==> config.mk <==
export PLATFORM = sky130hd
export DESIGN_NAME = pic_cmd_seq
export DESIGN_NICKNAME = d
export VERILOG_FILES = /design/src/rtl/pic_seq_pkg.sv /design/src/rtl/pic_req_latch.sv /design/src/rtl/pic_prio_resolver.sv /design/src/rtl/pic_cmd_seq.sv
export SDC_FILE = /design/constraint.sdc
export NUM_CORES = 1
export LEC_CHECK = 0
export BUFFER_PORTS_ARGS = -buffer_cell sky130_fd_sc_hd__buf_2
export CORE_UTILIZATION = 67
export DETAILED_ROUTE_END_ITERATION = 16
export PLACE_DENSITY = 0.95
export SLEW_MARGIN = 20
export SYNTH_ARGS = -nofsm -noshare
export SYNTH_HDL_FRONTEND = slang
export SYNTH_HIERARCHICAL = 1
export SYNTH_SLANG_ARGS = --single-unit
==> constraint.sdc <==
create_clock -name clk -period 11.2 [get_ports clk]
set_input_delay 1.12 -clock clk [delete_from_list [all_inputs] [get_ports clk]]
set_output_delay 1.12 -clock clk [all_outputs]
set_load 0.1 [all_outputs]
==> src/rtl/pic_seq_pkg.sv <==
package pic_seq_pkg;
  localparam int LINES = 8;
  localparam int IDXW  = $clog2(LINES);

  typedef logic [IDXW-1:0]  line_t;
  typedef logic [LINES-1:0] lvec_t;
  typedef logic [IDXW:0]    rank_t;

  typedef enum logic [1:0] {
    ST_RUN  = 2'd0,
    ST_BASE = 2'd1,
    ST_SKIP = 2'd2,
    ST_MODE = 2'd3
  } step_e;

  typedef enum logic [2:0] {
    CMD_RAEOI_OFF = 3'd0,
    CMD_NS_EOI    = 3'd1,
    CMD_NOP       = 3'd2,
    CMD_SP_EOI    = 3'd3,
    CMD_RAEOI_ON  = 3'd4,
    CMD_NS_ROT    = 3'd5,
    CMD_SET_ROT   = 3'd6,
    CMD_SP_ROT    = 3'd7
  } cmd_e;

  localparam rank_t NO_RANK = rank_t'(LINES);

  // Rank of the best set bit in v, counted from rotation base; NO_RANK if empty.
  function automatic rank_t rank_of(lvec_t v, line_t base);
    rank_t r;
    r = NO_RANK;
    for (int i = LINES - 1; i >= 0; i--) begin
      line_t k;
      k = line_t'(i) + base;
      if (v[k]) r = rank_t'(i);
    end
    return r;
  endfunction

  function automatic line_t line_of(rank_t r, line_t base);
    return line_t'(r[IDXW-1:0] + base);
  endfunction

  function automatic line_t after(line_t l);
    return line_t'(l + 1'b1);
  endfunction
endpackage

==> src/rtl/pic_req_latch.sv <==
module pic_req_latch
  import pic_seq_pkg::*;
(
  input  logic  clk,
  input  logic  rst_n,
  input  logic  flush,
  input  lvec_t lines_in,
  input  lvec_t clr,
  output lvec_t pend
);
  lvec_t last_q;
  lvec_t pend_q;
  lvec_t rise;

  assign rise = lines_in & ~last_q;
  assign pend = pend_q;

  always_ff @(posedge clk or negedge rst_n) begin
    if (!rst_n) begin
      last_q <= '0;
      pend_q <= '0;
    end else if (flush) begin
      last_q <= '0;
      pend_q <= '0;
    end else begin
      last_q <= lines_in;
      pend_q <= (pend_q & ~clr) | rise;
    end
  end
endmodule

==> src/rtl/pic_prio_resolver.sv <==
module pic_prio_resolver
  import pic_seq_pkg::*;
#(
  parameter int CASC_LINE = 2
) (
  input  lvec_t pend,
  input  lvec_t imr,
  input  lvec_t isr,
  input  line_t base,
  input  logic  sfnm,
  input  logic  smask,
  output logic  int_valid,
  output line_t int_line
);
  lvec_t req;
  lvec_t svc;
  rank_t req_rank;
  rank_t svc_rank;

  always_comb begin
    req = pend & ~imr;
    svc = isr;
    if (sfnm)  svc[CASC_LINE] = 1'b0;
    if (smask) svc = svc & ~imr;
  end

  assign req_rank  = rank_of(req, base);
  assign svc_rank  = rank_of(svc, base);
  assign int_valid = req_rank < svc_rank;
  assign int_line  = line_of(req_rank, base);
endmodule

==> src/rtl/pic_cmd_seq.sv <==
module pic_cmd_seq
  import pic_seq_pkg::*;
#(
  parameter int CASC_LINE = 2
) (
  input  logic       clk,
  input  logic       rst_n,
  input  logic [7:0] irq_in,
  input  logic       bus_wr,
  input  logic       bus_rd,
  input  logic       bus_addr,
  input  logic [7:0] bus_wdata,
  output logic [7:0] bus_rdata,
  input  logic       inta,
  output logic [7:0] vec_out,
  output logic       intr
);
  localparam int VBW = 8 - IDXW;

  lvec_t imr_q, imr_d, isr_q, isr_d, pend, clr_d;
  logic [VBW-1:0] vbase_q, vbase_d;
  line_t rot_q, rot_d;
  logic aeoi_q, aeoi_d, raeoi_q, raeoi_d, sfnm_q, sfnm_d;
  logic rsel_q, rsel_d, poll_q, poll_d, smask_q, smask_d, want4_q, want4_d;
  step_e step_q, step_d;
  logic [7:0] rdata_q, rdata_d, vec_q, vec_d;
  logic flush;

  logic  int_valid;
  line_t int_line;

  // named events
  logic  wr_init, wr_ocw3, wr_cmd, wr_data, ack_take, poll_take;
  cmd_e  cmd;
  rank_t ns_rank;
  line_t ns_line, sel_line;

  assign wr_init   = bus_wr && !bus_addr && bus_wdata[4];
  assign wr_ocw3   = bus_wr && !bus_addr && !bus_wdata[4] && bus_wdata[3];
  assign wr_cmd    = bus_wr && !bus_addr && !bus_wdata[4] && !bus_wdata[3];
  assign wr_data   = bus_wr && bus_addr;
  assign ack_take  = inta && int_valid;
  assign poll_take = bus_rd && poll_q && int_valid;
  assign cmd       = cmd_e'(bus_wdata[7:5]);
  assign ns_rank   = rank_of(isr_q, rot_q);
  assign ns_line   = line_of(ns_rank, rot_q);
  assign sel_line  = line_t'(bus_wdata[IDXW-1:0]);

  pic_req_latch u_latch (
    .clk      (clk),
    .rst_n    (rst_n),
    .flush    (flush),
    .lines_in (irq_in),
    .clr      (clr_d),
    .pend     (pend)
  );

  pic_prio_resolver #(.CASC_LINE(CASC_LINE)) u_prio (
    .pend      (pend),
    .imr       (imr_q),
    .isr       (isr_q),
    .base      (rot_q),
    .sfnm      (sfnm_q),
    .smask     (smask_q),
    .int_valid (int_valid),
    .int_line  (int_line)
  );

  always_comb begin
    imr_d = imr_q;  isr_d = isr_q;  vbase_d = vbase_q;  rot_d = rot_q;
    aeoi_d = aeoi_q;  raeoi_d = raeoi_q;  sfnm_d = sfnm_q;  rsel_d = rsel_q;
    poll_d = poll_q;  smask_d = smask_q;  want4_d = want4_q;  step_d = step_q;
    rdata_d = rdata_q;  vec_d = vec_q;  clr_d = '0;  flush = 1'b0;

    // acknowledge
    if (inta) begin
      vec_d = {vbase_q, (int_valid ? int_line : line_t'(LINES - 1))};
      if (ack_take) begin
        clr_d[int_line] = 1'b1;
        if (aeoi_q) begin
          if (raeoi_q) rot_d = after(int_line);
        end else begin
          isr_d[int_line] = 1'b1;
        end
      end
    end

    // read
    if (bus_rd) begin
      if (poll_q) begin
        poll_d  = 1'b0;
        rdata_d = int_valid ? 8'(int_line) : 8'(LINES - 1);
        if (poll_take) begin
          clr_d[int_line] = 1'b1;
          isr_d[int_line] = 1'b0;
        end
      end else if (bus_addr) begin
        rdata_d = imr_q;
      end else begin
        rdata_d = rsel_q ? isr_q : pend;
      end
    end

    // write
    if (wr_init) begin
      flush = 1'b1;
      imr_d = '0;  isr_d = '0;  vbase_d = '0;  rot_d = '0;
      aeoi_d = 1'b0;  raeoi_d = 1'b0;  sfnm_d = 1'b0;  rsel_d = 1'b0;
      poll_d = 1'b0;  smask_d = 1'b0;
      want4_d = bus_wdata[0];
      step_d  = ST_BASE;
    end else if (wr_ocw3) begin
      if (bus_wdata[2]) poll_d  = 1'b1;
      if (bus_wdata[1]) rsel_d  = bus_wdata[0];
      if (bus_wdata[6]) smask_d = bus_wdata[5];
    end else if (wr_cmd) begin
      unique case (cmd)
        CMD_RAEOI_OFF, CMD_RAEOI_ON: raeoi_d = bus_wdata[7];
        CMD_NS_EOI, CMD_NS_ROT: begin
          if (ns_rank != NO_RANK) begin
            isr_d[ns_line] = 1'b0;
            if (cmd == CMD_NS_ROT) rot_d = after(ns_line);
          end
        end
        CMD_SP_EOI:  isr_d[sel_line] = 1'b0;
        CMD_SET_ROT: rot_d = after(sel_line);
        CMD_SP_ROT: begin
          isr_d[sel_line] = 1'b0;
          rot_d = after(sel_line);
        end
        default: ;
      endcase
    end else if (wr_data) begin
      unique case (step_q)
        ST_RUN:  imr_d = bus_wdata;
        ST_BASE: begin
          vbase_d = bus_wdata[7:IDXW];
          step_d  = ST_SKIP;
        end
        ST_SKIP: step_d = want4_q ? ST_MODE : ST_RUN;
        ST_MODE: begin
          sfnm_d = bus_wdata[4];
          aeoi_d = bus_wdata[1];
          step_d = ST_RUN;
        end
        default: step_d = ST_RUN;
      endcase
    end
  end

  always_ff @(posedge clk or negedge rst_n) begin
    if (!rst_n) begin
      imr_q <= '0;  isr_q <= '0;  vbase_q <= '0;  rot_q <= '0;
      aeoi_q <= 1'b0;  raeoi_q <= 1'b0;  sfnm_q <= 1'b0;  rsel_q <= 1'b0;
      poll_q <= 1'b0;  smask_q <= 1'b0;  want4_q <= 1'b0;  step_q <= ST_RUN;
      rdata_q <= '0;  vec_q <= '0;
    end else begin
      imr_q <= imr_d;  isr_q <= isr_d;  vbase_q <= vbase_d;  rot_q <= rot_d;
      aeoi_q <= aeoi_d;  raeoi_q <= raeoi_d;  sfnm_q <= sfnm_d;  rsel_q <= rsel_d;
      poll_q <= poll_d;  smask_q <= smask_d;  want4_q <= want4_d;  step_q <= step_d;
      rdata_q <= rdata_d;  vec_q <= vec_d;
    end
  end

  assign bus_rdata = rdata_q;
  assign vec_out   = vec_q;
  assign intr      = int_valid;
endmodule

After elaboration in Yosys (flattened, before gate mapping). Cells that the tools add are included.

Output and inout bits: 17. Logic and storage cells: 263. Register bits: 65. Input port bits: 22.

Reduce and logical (&&, ||, !) cells: 38. Equality and inequality tests: 12. Order comparisons: 15. Add/subtract/negate cells: 12. Bitwise operators: 16. Muxes and demuxes: 154.

Operator list (number): $mux 8 (26); $mux 4 (24); $bmux 1 s3 (24); $and 8x8->8 (7); $mux 1 (53); $not 8->8 (6); $lt 3x4->1 const B (11); $mux 3 (11); $mux 5 (5); $or 8x8->8 (3); $reduce_bool 2->1 (9); $pmux 8 s2 (1); $reduce_and 4->1 (4); $add 3x3->3 const A (4); $eq 3x3->1 const B (4); $logic_and 1x1->1 (12); $mux 2 (5); $add 3x1->3 const B (3); $demux 1 s3 (3); $ge 3x1->1 const B (3); $reduce_or 2->1 (4); $add 2x3->3 const A (2); $add 3x3->3 (2); $pmux 2 s3 (1); other kinds (15) (20).

Longest topological paths before layout. Gate-level depths: netlist of the first run.

Depth in word-level cells: 31. Gate-level depth with buffers: 21. Mapped depth without buffers: 19.

Modules after synthesis. Netlist of the first run, hierarchy kept.

By module, submodules not included: pic_cmd_seq (cells each 427, area an instance 3703.6 um^2, instances 1, sequential area each 1226.2 um^2); pic_prio_resolver (cells each 150, area an instance 1330.0 um^2, instances 1, sequential area each 0.0 um^2); pic_req_latch (cells each 49, area an instance 644.4 um^2, instances 1, sequential area each 400.4 um^2).

Worst setup path after synthesis of the first run. OpenSTA, ideal clock, no wires.

Kind: flip-flop to flip-flop. From: reg rot_q[1]. To: reg rot_q[1]. Arrival: 5981 ps. Buffers on the path: 2. Slack: 5093 ps. Stages on the path, launching flop included: 19. Period minus slack after synthesis: 6107 ps. Setup time: 126 ps. Cells stage by stage: dfrtp_1 > buf_2 > inv_2 > ha_1 > buf_12 > mux4_2 > mux2_2 > and2_1 > a21oi_1 > ha_1 > o21ai_0 > nand2b_1 > and2_1 > a22oi_1 > nand4_1 > mux2_2 > mux2_4 > nand2_2 > a21oi_2.

RTL lines: start: declaration (RTL line pic_cmd_seq.sv:22) `line_t rot_q, rot_d;`; start signal: assignment (RTL line pic_cmd_seq.sv:158) `imr_q <= imr_d; isr_q <= isr_d; vbase_q <= vbase_d; rot_q <= rot_d;`; $add 3x3->3 (RTL line pic_seq_pkg.sv:35) `k = line_t'(i) + base;`; $bmux 1 s3 (RTL line pic_seq_pkg.sv:36) `if (v[k]) r = rank_t'(i);`; $mux 1 (implied by the code) (RTL line pic_seq_pkg.sv:36); $mux 4 (8 in a row) (RTL line pic_seq_pkg.sv:36); $lt 4x4->1 * (RTL line pic_prio_resolver.sv:29) `assign int_valid = req_rank < svc_rank;`; named net intr (RTL line pic_cmd_seq.sv:16) `output logic intr`; $logic_and 1x1->1 * (RTL line pic_cmd_seq.sv:42) `assign ack_take = inta && int_valid;`; $mux 3 * (RTL line pic_cmd_seq.sv:78) `if (ack_take) begin`; $mux 3 * (RTL line pic_cmd_seq.sv:76) `if (inta) begin`; $mux 3 (RTL line pic_cmd_seq.sv:122) `if (cmd == CMD_NS_ROT) rot_d = after(ns_line);`; $mux 3 (RTL line pic_cmd_seq.sv:120) `if (ns_rank != NO_RANK) begin`; $pmux 3 s2 (RTL line pic_cmd_seq.sv:117) `unique case (cmd)`; $mux 3 (RTL line pic_cmd_seq.sv:116) `end else if (wr_cmd) begin`; $mux 3 * (RTL line pic_cmd_seq.sv:112) `end else if (wr_ocw3) begin`; $mux 3 * (RTL line pic_cmd_seq.sv:105) `if (wr_init) begin`; named net rot_d[1] (RTL line pic_cmd_seq.sv:22).

The timed path passes the listed nets; every way through them passes the cells marked *. The select of a mux whose other input is x is not followed. A chain may end at the register's enable or synchronous reset.

Worst setup path in the final report of the first run.
From: reg rot_q[0]. To: out intr.

Longest elaborated chain between the ends: 12.

Ends and longest elaborated chain (RTL line): $add 3x3->3 (pic_seq_pkg.sv:35); $bmux 1 s3 (pic_seq_pkg.sv:36); $mux 1 (implied by the code) (pic_seq_pkg.sv:36); $mux 4 (8 in a row) (pic_seq_pkg.sv:36); $lt 4x4->1 * (pic_prio_resolver.sv:29); end: declaration (pic_cmd_seq.sv:16).

Mark *: on every way between the ends. The rest lies on a longest branch, timed or not. The select of a mux whose other input is x is not followed.

==> results of run 1 <==
layer usage:
| metal | track usage [%] | vias to the layer above |
|---|---|---|
| met2 | 59.2 | 302 |
| met1 | 43.9 | 2440 |
| met4 | 18.6 | 0 |
| met5 | 0 | - |
| li1 | - | 2319 |
| met3 | 4.45 | 76 |
final timing paths:
kind | from | end | slack [ns] | cells after the start
max in group asynchronous | rst_n | imr_q[0] | 9.75 | 2
min in group asynchronous | rst_n | vec_out[5] | 0.95 | 2
worst min-delay path | bus_rdata[7] | bus_rdata[7] | 0.49 | 1
worst min register to register | bus_rdata[7] | bus_rdata[7] | 0.49 | 1
worst max-delay path | rot_q[0] | intr | 5.13 | 13
worst max register to register | rot_q[0] | isr_q[5] | 5.64 | 19
worst max-delay path, cell delays in order (launching register included):
cell      delay, ns
dfrtp_1        0.32
buf_4          0.38
inv_2          0.19
ha_1           0.64
mux4_2         0.57
mux2_2         0.28
and2_1         0.17
a21oi_1        0.26
ha_1           0.27
o21ai_0        0.15
nand2b_1       0.08
and2_1         0.16
a22oi_1        0.57
buf_2          0.55
kinds of logic after synthesis:
logic type,Yosys count
and+or+nand+nor,230
AOI/OAI and AO/OA,165
muxes,69
buffers and inverters,68
DFF,65
adders and majority gates,18
xor gates and xnor gates,11
sequential cells by signal (all words and copies together), names as in the netlist, 2 cells and up:
signal,count
bus_rdata,8
imr_q,8
isr_q,8
u_latch/last_q,8
u_latch/pend,8
vec_out,8
vbase_q,5
rot_q,3
step_q,2
Yosys cell counts, drive strengths merged, types with 6 or more instances:
library cell  instances
nand3                22
nand2                52
clkbuf               24
a211oi                8
mux2                 20
and2                  7
mux2i                27
xor2                  6
nor2                 45
ha                   16
nor3                 11
a21oi                52
dfrtp                65
o21ai                36
buf                  12
a22o                  8
nand2b               35
o22ai                 6
and2b                 8
nand4                 7
inv                  32
nor2b                16
mux4                 22
a21boi                7
final cells by class:
| class | count | area [um2] | area share, % |
|---|---|---|---|
| multi-input cells | 493 | 3720 | 62.1 |
| repair buffers | 43 | 228 | 3.80 |
| flip-flops and latches | 65 | 1630 | 27.2 |
| well taps | 105 | 131 | 2.19 |
| clock buffers | 10 | 128 | 2.13 |
| clock inverters | 5 | 33.8 | 0.564 |
| inverters | 32 | 120 | 2.01 |
per-stage QoR:
step           instances  area, um2  util, %  hold WS, ns  setup WS (ns)
6_report             753       5990     72.8        0.492           5.13
5_1_grt              753       5990     72.8        0.501           4.76
4_1_cts              753       5990     72.8        0.494           5.14
3_5_place_dp         738       5820     70.9        0.475           5.51
3_3_place_gp         738       5820     70.9        0.468           5.66
2_1_floorplan        626       5680        -        0.447           5.09
==> impl_metrics.toml, run 1 <==
[status]
outcome = "complete, no violations"

[floorplanning]
num_rows = 33
ioPinCount = 39
fp.dieH_um = 94.1
die_w_um = 94.1
start_util_pct = 69.1
coreArea_um2 = 8220
dieArea_um2 = 8850

[synth]
yosysTopAreaCell = "dfrtp_1"
synth-simple-area-share_pct = 21.7
synth_top_area_share_pct = 28.6
synth-compound-area-share_pct = 19.9
synthCells = 626
synthAdderAreaFrac_pct = 4.23
muxShareOfSynthArea_pct = 17.7
synth_nets = 666
synth-seq-cells = 65
post_synth_num_cell_types = 84
synth_edf_count = 0
synth_top_family_by_area = "simple AND/OR/NAND/NOR gates"
ys_seq_area_share_pct = 28.6
synth_flop_cell = "dfrtp_1"
synth_area_um2 = 5680
synthArstFlopShare_pct = 100
synthTopCellsByArea = "dfrtp_1 (29%), mux4_2 (8.3%), mux2i_1 (4.8%)"
synth_xor_area_share_pct = 1.96
synth.avg_cell_area_um2 = 9.07
synth_warnings = 6

[setup_path]
critPathKind = "reg2out"
worst-path-max-fanout = 34
critPathLaunchType = "register"
crit_arrival_ns = 4.95
crit_path_end_kind = "output port"
cp.required_ns = 10.08

[global_route]
grt_pass1_vias = 5072
grt_max_degree = 66
antenna_found_initial = 0
grt_pass1_wl_um = 23900
grt_overflow = 0
grt.total_usage_pct = 35.0

[run]
maxCapViolations = 0

[sta]
finalHoldViolCount = 0
slew_viol_final = 0
worstMarginPinSlew_ns = 1.07
max_freq_mhz = 165
skew_ns = 0.00871
setup_viol_count_final = 0
relSlewSlack_pct = 27.9
setup_tns_ns = 0
fin_crit_sh_pct = 54.2
rsz0062_at_grt = "false"
period_needed_ns = 6.07

[drt]
dr_wl_met2_um = 7140
via_per_inst = 6.82
dr.pass1.iters = 6
maxUsedRoutingLayer = "met4"
drc = 0
drt-total-wl_um = 14600
avgRoutedWirePerCell_um = 19.3
wl_met1_um = 5500
antenna_left = 0
vias = 5137
met3_length_um = 1250
drt-initial-drc-count = 510

[final_layout]
layout-drive-gt1-share_pct = 20.8
num_antenna_cells = 0
nets = 684
syn_to_final_growth_pct = 5.42
fillers = 575
mostFrequentLayoutCells = "dfrtp_1 (65), nand2_1 (49), nor2_1 (45)"
layout_commonest_cell = "dfrtp_1"

[placement]
port_buffers = 38
hpwl_um = 10600
gp_congestion = 0.969

[worst_hold_path]
hold_path.class = "reg2reg"

[clock_tree]
root_buffer = "clkbuf_8"
h-tree-depth = 3
cts_setup_buffers = 0
cts_tree = "built"
cts.path.max_buffers = 2
cts_buffers = 9
clock-sinks = 65
clk_latency_ns = 0.34
hold_buffers = 0
clk_pin_slew_worst_paths_ns = 0.07
cts_resized = 0
Power of run 1 is not shown: default switching activity piles up to over one toggle a cycle in this logic, so the estimate is an artifact.
==> run 2: changes to the inputs <==
--- a/config.mk
+++ b/config.mk
@@ -5,10 +5,11 @@
 export SDC_FILE = /design/constraint.sdc
 export NUM_CORES = 1
 export LEC_CHECK = 0
+export ABC_AREA = 1
 export BUFFER_PORTS_ARGS = -buffer_cell sky130_fd_sc_hd__buf_2
-export CORE_UTILIZATION = 67
+export CORE_UTILIZATION = 56
 export DETAILED_ROUTE_END_ITERATION = 16
-export PLACE_DENSITY = 0.95
+export PLACE_DENSITY = 0.9
 export SLEW_MARGIN = 20
 export SYNTH_ARGS = -nofsm -noshare
 export SYNTH_HDL_FRONTEND = slang
==> constraint.sdc (replaced) <==
create_clock -name clk -period 5.5 [get_ports clk]
set_input_delay 0.55 -clock clk [delete_from_list [all_inputs] [get_ports clk]]
set_output_delay 0.55 -clock clk [all_outputs]
set_load 0.1 [all_outputs]
==> run 2 against run 1 <==
First-iteration DRC count is 15% higher. Synthesized area is 5.0% lower. Critical endpoint is now isr_q[6]. Core utilization is 10 points lower. Largest cell class unchanged. Setup slack worse by 4.1 ns. Highest routed layer unchanged. Die area is 13% higher. Critical path depth is 15 higher. Clock skew is 0.0051 ns higher. Sequential cell count stayed put. Wire length is 0.39% higher. Final cell count is 25% higher. Non-clock buffer count is 1 higher.
==> impl_metrics.toml, run 2 <==
[status]
outcome = "complete, no violations"

[synth]
synth_flop_cell = "dfrtp_1"
synth_edf_count = 0
synth-simple-area-share_pct = 38.6
muxShareOfSynthArea_pct = 2.64
synthTopCellsByArea = "dfrtp_1 (30%), nand2_1 (15%), nand3_1 (11%)"
synth_top_family_by_area = "simple AND/OR/NAND/NOR gates"
synth_nets = 816
synth_top_area_share_pct = 30.2
yosysTopAreaCell = "dfrtp_1"
synth.most_common_cell = "nand2_1"
synthCells = 776
synthArstFlopShare_pct = 100
synth_area_um2 = 5390
yosys-top-cells-count = "nand2_1 (210), nand3_1 (115), inv_1 (76), dfrtp_1 (65), nor2_1 (60)"
synth-seq-cells = 65
ys_seq_area_share_pct = 30.2
synth-compound-area-share_pct = 11.4
synthAdderAreaFrac_pct = 4.45
synth.avg_cell_area_um2 = 6.95
post_synth_num_cell_types = 50
synth_xor_area_share_pct = 3.20
synth_warnings = 6

[global_route]
grt_max_degree = 66
grt_overflow = 0
grt.total_usage_pct = 30.6
grt_pass1_wl_um = 24100
antenna_found_initial = 0
grt_pass1_vias = 5073

[clock_tree]
cts_buffers = 9
root_buffer = "clkbuf_8"
cts.path.max_buffers = 2
clk_latency_ns = 0.35
h-tree-depth = 3
cts_tree = "built"
clk_pin_slew_worst_paths_ns = 0.08
clock-sinks = 65
cts_setup_buffers = 0
hold_buffers = 0
cts_resized = 0

[setup_path]
crit_arrival_ns = 4.81
cp.required_ns = 5.80
reg2reg_from = "rot_q[0]"
max_stage_delay_ns = 0.45
worst-path-max-fanout = 17
rrSetupSlack_ns = 0.98
crit_path_end_kind = "register"
r2r_end = "isr_q[6]"
timing.critical_path.mode_cell = "nand2_1"
critPathLaunchType = "register"
crit_slowest_cell = "dfrtp_1"
r2r_cells = 28
critPathKind = "reg2reg"

[floorplanning]
coreArea_um2 = 9280
die_w_um = 100
num_rows = 35
dieArea_um2 = 10000
ioPinCount = 39
fp.dieH_um = 100
start_util_pct = 58.1

[sta]
skew_ns = 0.0138
max_freq_mhz = 221
finalHoldViolCount = 0
relSlewSlack_pct = 28.7
worstMarginPinSlew_ns = 1.07
setup_viol_count_final = 0
fin_crit_sh_pct = 82.1
fin_ws_ns = 0.983
period_needed_ns = 4.52
rsz0062_at_grt = "false"
setup_tns_ns = 0
slew_viol_final = 0

[final_layout]
multi_input_area_um2 = 3260
mostFrequentLayoutCells = "nand2_1 (210), nand3_1 (115), inv_1 (76)"
num_antenna_cells = 0
fin_cells = 942
final_util_pct = 62.6
layout-drive-gt1-share_pct = 14.9
fillers = 856
nets = 848
syn_to_final_growth_pct = 7.79
regArea_um2 = 1630
layout_commonest_cell = "nand2_1"

[drt]
drt-total-wl_um = 14600
wl_met1_um = 6040
drc = 0
dr_wl_met2_um = 6820
vias = 5421
via_per_inst = 5.75
avgRoutedWirePerCell_um = 15.5
maxUsedRoutingLayer = "met4"
dr.pass1.iters = 6
antenna_left = 0
drt-initial-drc-count = 586
met3_length_um = 1220

[placement]
port_buffers = 38
dp_worst_setup_slack_ns = 1.15
dp.cells = 926
gp_congestion = 1.01
hpwl_um = 11000

[worst_hold_path]
hold_path.class = "in2async"

[run]
maxCapViolations = 0
[run 2: cell families (layout without fill, tap and decap cells)]
logic type      Yosys count  count (layout)
compound gates          108             108
xor+xnor                 12              12
fa+ha+maj                18              18
buf+inv                 109             146
flops                    65              65
mux                      13              13
simple gates            451             451
[run 2: critical path: cells and delay by family, from the launching register on]
family,cells,cell delay (ns)
simple gates,14,1.22
fa+ha+maj,3,0.94
buf+inv,6,0.83
compound gates,3,0.65
flops,1,0.45
xor+xnor,2,0.34
[run 2: routing by layer]
metal	global-route usage, %	vias to the layer above
li1	-	2643
met1	40.5	2423
met2	50.3	294
met3	5.22	61
met4	11.6	0
met5	0	-
[run 2: worst max-delay path by stage]
| stage | slack [ns] | cells past startpoint | startpoint | end |
|---|---|---|---|---|
| floorplan | 0.69 | 25 | rot_q[0] | isr_q[6] |
| global placement | 1.25 | 27 | rot_q[0] | isr_q[5] |
| detailed placement | 1.15 | 27 | rot_q[0] | isr_q[6] |
| CTS | 1.05 | 27 | rot_q[0] | isr_q[6] |
| global route | 0.64 | 28 | rot_q[0] | isr_q[6] |
| finish | 0.98 | 28 | rot_q[0] | isr_q[6] |
[run 2: per-stage QoR]
stage,hold slack (ns),cell area [um2]
2_1_floorplan,0.254,5390
3_3_place_gp,0.463,5610
3_5_place_dp,0.473,5610
4_1_cts,0.393,5810
5_1_grt,0.408,5810
6_report,0.364,5810
[run 2: cell type report]
cell class / count / share of cell area [%]
Inverter: 86 / 5.72
Tap cell: 129 / 2.78
Sequential cell: 65 / 28.0
Clock inverter: 7 / 1.33
Clock buffer: 9 / 2.13
Multi-Input combinational cell: 602 / 56.0
Timing Repair Buffer: 44 / 4.05
Power of run 2 is left out for the same reason.
==> run 3: changes to the inputs <==
==> constraint.sdc (replaced) <==
create_clock -name clk -period 3.82 [get_ports clk]
set_input_delay 0.382 -clock clk [delete_from_list [all_inputs] [get_ports clk]]
set_output_delay 0.382 -clock clk [all_outputs]
set_load 0.1 [all_outputs]
==> run 3 against run 2 <==
The run now ends with negative setup slack left. Hold slack worse by 0.27 ns. Clock skew hardly changed. Die area stayed put. Global-route usage is 0.22 points higher. Clock-buffer cell count is 2 higher. Final cell count is 3.4% higher. Design area is 11% higher. Setup slack worse by 1.1 ns. Register-to-register slack worse by 1.1 ns. Core utilization is 6.8 points higher. Critical endpoint is now isr_q[5]. Largest cell class unchanged. Highest routed layer unchanged.
==> impl_metrics.toml, run 3 (same netlist as run 2, synthesis figures left out) <==
[status]
outcome = "finished with violations"
violations = "negative setup slack"

[drt]
via_per_inst = 6.08
avgRoutedWirePerCell_um = 17.4
vias = 5925
dr.pass1.iters = 7
drt-initial-drc-count = 647
drc = 0
drt-total-wl_um = 16900
antenna_left = 0

[placement]
port_buffers = 38
hpwl_um = 11100
gp_congestion = 1.03
placed_area_um2 = 5860
dp_worst_setup_slack_ns = 0.0575

[setup_path]
r2r_cells = 27
max_stage_delay_ns = 0.49
worst-path-buf-inv = 5
reg2reg_from = "rot_q[0]"
critPathKind = "reg2reg"
r2r_end = "isr_q[5]"
rrSetupSlack_ns = -0.08
cp_top_family = "simple AND/OR/NAND/NOR gates"
crit_arrival_ns = 4.18
cp.depth = 27
cp.required_ns = 4.10
worst-path-max-fanout = 6
critPathLaunchType = "register"
timing.critical_path.mode_cell = "nand2_1"
crit_path_end_kind = "register"
crit_slowest_cell = "dfrtp_2"

[sta]
max_freq_mhz = 257
finalHoldViolCount = 0
worstMarginPinSlew_ns = 1.03
skew_ns = 0.0133
rsz0062_at_grt = "true"
fin_crit_sh_pct = 102
setup_viol_count_final = 2
relSlewSlack_pct = 31.2
period_needed_ns = 3.90
fin_ws_ns = -0.0778
slew_viol_final = 0
hold_ws_ns = 0.0938

[final_layout]
fin_area_um2 = 6450
fillers = 707
layout_commonest_cell = "nand2_1"
nets = 880
final_util_pct = 69.5
mostFrequentLayoutCells = "nand2_1 (203), nand3_1 (100), inv_1 (67)"
layout-drive-gt1-share_pct = 25.9
syn_to_final_growth_pct = 19.6
num_antenna_cells = 0

[global_route]
grt_pass1_wl_um = 24300
antenna_found_initial = 0
grt.total_usage_pct = 30.8
grt_max_degree = 35
grt_overflow = 0
grt_pass1_vias = 5181

[floorplanning]
coreArea_um2 = 9280
dieArea_um2 = 10000
start_util_pct = 58.1
num_rows = 35
fp.dieH_um = 100
ioPinCount = 39
die_w_um = 100

[clock_tree]
clk_pin_slew_worst_paths_ns = 0.08
clk_latency_ns = 0.36
cts_tree = "built"
cts.path.max_buffers = 2
clock-sinks = 65
h-tree-depth = 3
cts_buffers = 9
root_buffer = "clkbuf_8"

[run]
maxCapViolations = 0

[worst_hold_path]
hold_path.class = "in2async"
-- run 3: layout make-up --
type	count	area [um2]	share of cell area, %
clock inverter	5	40.0	0.621
sequential	65	1630	25.3
timing repair buffer	76	536	8.30
inverter	86	348	5.39
tap	129	161	2.50
multi-input combinational	602	3600	55.9
clock buffer	11	131	2.04
-- run 3: timing repair --
| item | 4_1_cts | 5_1_grt |
|---|---|---|
| hold buffers | 0 | 0 |
| setup endpoints to repair | 0 | 15 |
| buffers inserted | 0 | 15 |
| gates resized for setup | 0 | 72 |
-- run 3: worst max-delay path by stage --
| stage | endpoint | slack (ns) | start |
|---|---|---|---|
| 6_report | isr_q[5] | -0.08 | rot_q[0] |
| 5_1_grt | isr_q[5] | -0.25 | rot_q[0] |
| 4_1_cts | isr_q[2] | 0.02 | rot_q[1] |
| 3_5_place_dp | isr_q[5] | 0.06 | rot_q[1] |
| 3_3_place_gp | isr_q[5] | 0.11 | rot_q[1] |
| 2_1_floorplan | isr_q[7] | -0.09 | rot_q[0] |
-- run 3: stage by stage --
stage / TNS (ns) / instances
finish: -0.119 / 974
global route: -1.14 / 974
CTS: 0 / 959
detailed placement: 0 / 943
global placement: 0 / 943
floorplan: -0.527 / 776
-- run 3: per-layer routing --
metal  track usage, %  routed length [um]  share of wire [%]
met1             40.8                6390                 38
met2             49.7                7820                 46
met3             4.87                1780                 11
met4             14.7                 942                5.6
met5                0                   0                  0
Power of run 3 is left out for the same reason.
